File: src/rtl/uart_rx_queue.sv
module uart_rx_queue #(
  parameter int DEPTH = 16,
  parameter int DW    = 8,
  parameter int AW    = 3,
  localparam int PW   = (DEPTH > 1) ? $clog2(DEPTH) : 1,
  localparam int CW   = $clog2(DEPTH + 1)
) (
  input  logic          clk,
  input  logic          rst_n,
  input  logic          rx_valid,
  input  logic [DW-1:0] rx_byte,
  input  logic          brk_det,
  input  logic          reg_wr,
  input  logic          reg_rd,
  input  logic [AW-1:0] reg_addr,
  input  logic [31:0]   reg_wdata,
  output logic [31:0]   reg_rdata,
  output logic          src_rx,
  output logic          src_err,
  output logic [CW-1:0] rx_count
);
  localparam logic [AW-1:0] SEL_CTL = AW'(0);
  localparam logic [AW-1:0] SEL_QST = AW'(1);
  localparam logic [AW-1:0] SEL_LST = AW'(2);
  localparam logic [AW-1:0] SEL_ERR = AW'(3);
  localparam logic [AW-1:0] SEL_BUF = AW'(4);

  logic [DW-1:0] mem [DEPTH];
  logic [PW-1:0] wp, rp;
  logic [CW-1:0] cnt, cnt_n;
  logic [31:0]   ctrl_q;
  logic          rdy_q, rdy_n;
  logic [3:0]    err_q;
  logic [DW-1:0] hold_q;
  logic [31:0]   rd_mux;

  wire          fifo_en = ctrl_q[0];
  wire          ev      = rx_valid | brk_det;
  wire [DW-1:0] din     = brk_det ? '0 : rx_byte;
  wire          clr_rx  = reg_wr && reg_addr == SEL_CTL && reg_wdata[1];
  wire          rd_buf  = reg_rd && reg_addr == SEL_BUF;
  wire          rd_err  = reg_rd && reg_addr == SEL_ERR;
  wire          full    = cnt == CW'(DEPTH);
  wire          empty   = cnt == '0;
  wire          pop     = fifo_en && rd_buf && !empty && !clr_rx;
  wire          push    = fifo_en && ev && !full && !clr_rx;
  wire          drop    = fifo_en && ev && full && !clr_rx;
  wire          rd_none = fifo_en && rd_buf && empty;
  wire [7:0]    cnt_fld = full ? 8'h00 : 8'(cnt);

  function automatic logic [PW-1:0] inc(input logic [PW-1:0] p);
    return (p == PW'(DEPTH - 1)) ? '0 : p + 1'b1;
  endfunction

  always_comb begin
    if (clr_rx) cnt_n = '0;
    else        cnt_n = cnt + CW'(push) - CW'(pop);
  end

  always_comb begin
    if (fifo_en)     rdy_n = cnt_n != '0;
    else if (ev)     rdy_n = 1'b1;
    else if (rd_buf) rdy_n = 1'b0;
    else             rdy_n = rdy_q;
  end

  always_comb begin
    unique case (reg_addr)
      SEL_CTL: rd_mux = ctrl_q;
      SEL_QST: rd_mux = {7'd0, 1'b0, 8'd0, 7'd0, full, cnt_fld};
      SEL_LST: rd_mux = {29'd0, 2'b11, rdy_q};
      SEL_ERR: rd_mux = {28'd0, err_q};
      SEL_BUF: rd_mux = fifo_en ? (empty ? 32'd0 : 32'(mem[rp])) : 32'(hold_q);
      default: rd_mux = 32'd0;
    endcase
  end

  always_ff @(posedge clk) begin
    if (push) mem[wp] <= din;
  end

  always_ff @(posedge clk or negedge rst_n) begin
    if (!rst_n) begin
      wp <= '0; rp <= '0; cnt <= '0;
      ctrl_q <= '0; rdy_q <= 1'b0; err_q <= '0; hold_q <= '0;
      reg_rdata <= '0; src_rx <= 1'b0; src_err <= 1'b0;
    end else begin
      cnt   <= cnt_n;
      rdy_q <= rdy_n;
      if (clr_rx) begin
        wp <= '0;
        rp <= '0;
      end else begin
        if (push) wp <= inc(wp);
        if (pop)  rp <= inc(rp);
      end
      if (reg_wr && reg_addr == SEL_CTL) ctrl_q <= reg_wdata & ~32'h6;
      if (!fifo_en && ev) hold_q <= din;
      err_q   <= (rd_err ? 4'd0 : err_q) | {brk_det, 2'b00, drop};
      if (reg_rd) reg_rdata <= rd_mux;
      src_rx  <= ev;
      src_err <= drop | rd_none;
    end
  end

  assign rx_count = cnt;
endmodule

File: config.mk
export PLATFORM = sky130hd
export DESIGN_NAME = uart_rx_queue
export DESIGN_NICKNAME = d
export VERILOG_FILES = /design/src/rtl/uart_rx_queue.sv
export SDC_FILE = /design/constraint.sdc
export NUM_CORES = 1
export LEC_CHECK = 0
export BUFFER_PORTS_ARGS = -buffer_cell sky130_fd_sc_hd__buf_2
export CORE_ASPECT_RATIO = 1.75
export CORE_MARGIN = 4
export CORE_UTILIZATION = 60
export DETAILED_ROUTE_END_ITERATION = 16
export HOLD_SLACK_MARGIN = 0.15
export PLACE_DENSITY = 0.81
export SKIP_CTS_REPAIR_TIMING = 1
export SLEW_MARGIN = 20
export SYNTH_ARGS = -nofsm -noshare
export SYNTH_HDL_FRONTEND = slang
export SYNTH_SLANG_ARGS = --single-unit
File: constraint.sdc
create_clock -name clk -period 6.47 [get_ports clk]
set_clock_uncertainty 0.15 [all_clocks]
set_input_delay 0 -clock clk [delete_from_list [all_inputs] [get_ports clk]]
set_output_delay 0 -clock clk [all_outputs]
set_load 0.01 [all_outputs]
==> impl_results.md <==
* Status: finished clean
* Final hold violation count at 0
* PortBufs at 86
* Fin area at 10,980 sq um
* Distinct cell type count after synthesis at 56
* Die ar. at roughly 17,000 sq um
* Number of synthesized flops with an enable pin at roughly 130
* Worst-margin pin slew at ~1100 ps
* Synth Area in Adders at 0.01733
* Period utilization at 0.5041
* Worst slack at placement at approximately 3200 ps
* Insertion delay to the later sink of the worst-skew pair at ~500 ps
* Top cells by area, synth: edfxtp_1, dfrtp_1, mux4_2, mux2_2, mux4_1
* Sequential cell area at around 6000 sq um
* Logic pwr share at 0.229
* Yosys reg bits at between 200 and 250
* Largest area contributor in the netlist: edfxtp_1
* Syn_nets at 666
* Min-Delay Path Class: in2reg
* CTS tree: yes
* Num CTS Buffers at 19
* Largest net degree at the start of global routing at 67
* Clock share of power at 0.299
* Multi-input gate area at around 2700 sq um
* Num ports at 88
* Warnings from Yosys at 0
* Max Fanout on Critical Path at 8
* Initial antenna violation count at 0
* Antenna cells at 0
* Post-Syn Area at 9095 sq um
* Pint at about 2.6 mW
* Mean post-synth cell area at ~15 sq um
* Switching share of power at 0.2877
* Setup-failing EPs final at 0
* First-pass GRT wire length at 31,440 microns
* Asr flop ratio synth at 0.4074
* Leak at 4.257 nW
* FP Rows at 59
* RD Place Congestion at between 0.8 and 0.9
* Area grow syn2layout at 20.72%
* Routed WL per cell at roughly 24 microns
* Worst R2R Setup Slack at roughly 3200 ps
* Complex-gate fraction of the synthesized area at 0.06232
* Cell Pwr Density at about 340 nW/um^2
* Mux contribution to synthesized area at 0.1363
* Fmax at 306.6 MHz
* Synth Flop Type: edfxtp_1
* Synth Area in XOR/XNOR at 0.004815
* Largest family of logic cells by synthesized area: multiplexers
* Global route overflow at 0
* DR DRC count at 0
* Worst IR drop on VDD at between 0.15 and 0.2 mV
* Commonest cells in the netlist: edfxtp_1, dfrtp_1, mux2_2, inv_1, o21ai_0
* Die Ht at approximately 170 microns
* Final setup TNS at 0 ps
* Crit Path Class: reg2reg
* Net load switching power at 1.067 mW
* Clock buffer depth at 3
* Fin crit period at 3261 ps
* Synth Instances at 605
* Share of cells above drive strength 1 at 0.2487
* DR pass1 iterations at 5
* Post-Synth Simple-Gate Area at 0.07993
* Final net count at slightly above 800
* Startpoint Class: flip-flop
* CTS Sinks at about 220
* Total GRT Usage at 0.2380
* Hpwl dp at 13,360 microns
* Critical Path AT at around 3500 ps
* Placed Area at between 9000 and 10,000 sq um
* Vias per Instance at approximately 6.3
* Synth top area share at 0.4226
* Vias in the first global route at 5,746
* Fillers at 832
* Top-count cell post-synth: edfxtp_1
* Placeable Area at between 10,000 and 15,000 sq um
* Max-slew violation count at 0
* Worst path required time at between 6000 and 7000 ps
* Register area share after synthesis at 0.6647
* Clock transition at path regs at roughly 70 ps
* Initial core utilization at 0.6099
* RSZ-0062 raised after global routing: false
* Max-slew headroom at 0.2730
* Vias post-DR at between 5,000 and 6,000
* DRT Wirelength at 23,170 microns
* Max cap viols at 0
* Setup WS post-layout at about 3200 ps
* Die width at ~100 microns
* Iter 0 DRT Violations at roughly 530
* Root Driver: clkbuf_16
* Antenna Nets Post-Route at 0
* H-tree Lvls at 1
* Crit. End Element: flip-flop
* Sequential power share at 0.472
==> per-layer routing <==
layer  up-vias  track usage  routed length [microns]
met5         -            0                        0
met4         0       0.1001                     1117
met3        82      0.03427                     1432
met2       348       0.4327                    12710
met1      3007       0.2768                     7912
li1       2562            -                        -
==> worst max-delay path, cell delays in order (launching register included) <==
cell and delay (ps):
dfrtp_1 440, inv_1 80, ha_1 210, nand4bb_1 210, and3_1 390, nand2_2 150, ha_1 290, inv_1 50
ha_1 150, inv_1 60, fa_1 410, xor2_1 230, nand3_1 100, nor2_1 140, a31oi_1 90
==> registers in the layout, summed over array words and instances, names as in the netlist <==
| register | flops |
|---|---|
| reg_rdata | 32 |
| ctrl_q | 30 |
| err_q | 2 |
| rp | 4 |
| wp | 4 |
| hold_q | 8 |
| rdy_q | 1 |
| src_rx | 1 |
| rx_count | 5 |
| mem | 128 |
| src_err | 1 |
==> final timing paths <==
kind	cells past startpoint	endpoint	from
worst max-delay path	14	rdy_q	rx_count[3]
worst min-delay path	3	ctrl_q[30]	reg_wdata[30]
worst max register to register	14	rdy_q	rx_count[3]
worst min register to register	2	reg_rdata[12]	ctrl_q[12]
max in group asynchronous	4	reg_rdata[16]	rst_n
min in group asynchronous	4	src_rx	rst_n
==> stage by stage <==
step / hold slack [ps] / utilization / power, mW / cells
6_report: 142.6 / 0.7363 / 3.710 / 955
3_3_place_gp: -252.4 / 0.6467 / 2.509 / 849
3_5_place_dp: -244.9 / 0.6467 / 2.559 / 849
4_1_cts: -761.9 / 0.6863 / 3.655 / 882
5_1_grt: 148.0 / 0.7363 / 3.869 / 955
2_1_floorplan: -445.6 / - / 2.329 / 605
==> power groups by stage <==
| stage | sequential [mW] | combinational [mW] | clock [mW] |
|---|---|---|---|
| 2_1_floorplan | 1.74 | 0.585 | 0 |
| 3_3_place_gp | 1.76 | 0.752 | 0 |
| 3_5_place_dp | 1.77 | 0.789 | 0 |
| 4_1_cts | 1.74 | 0.801 | 1.11 |
| 5_1_grt | 1.77 | 0.926 | 1.18 |
| 6_report | 1.75 | 0.850 | 1.11 |
==> cells by family (layout without fill, tap and decap cells) <==
logic type	Yosys count	after routing
AND/OR/NAND/NOR	131	131
multiplexers	77	77
AO/OA/AOI/OAI	93	93
adder cells (fa/ha/maj)	12	12
buffers and inverters	71	238
XOR/XNOR	5	5
flip-flops	216	216
==> placed cells by master (no fill, tap or decap), types with 7 or more instances in the layout <==
cell type	count
clkinv_1	7
mux4_1	8
a22oi_1	9
mux2_2	41
edfxtp_1	128
nand3_1	30
o21ai_0	38
nor2b_1	9
nand2_1	22
a21oi_1	16
mux4_2	23
dlygate4sd3_1	72
clkbuf_16	19
buf_2	85
ha_1	11
inv_1	38
buf_4	7
and2_1	20
nor2_1	20
dfrtp_1	88
==> final cells by class <==
class	instances	area share
sequential	216	0.5507
timing repair buffer	165	0.1110
inverter	40	0.01368
clock buffer	20	0.04365
multi-input combinational	318	0.2500
clock inverter	13	0.01014
tap	183	0.02085
No activity file was read; power rests on OpenSTA's default activity.
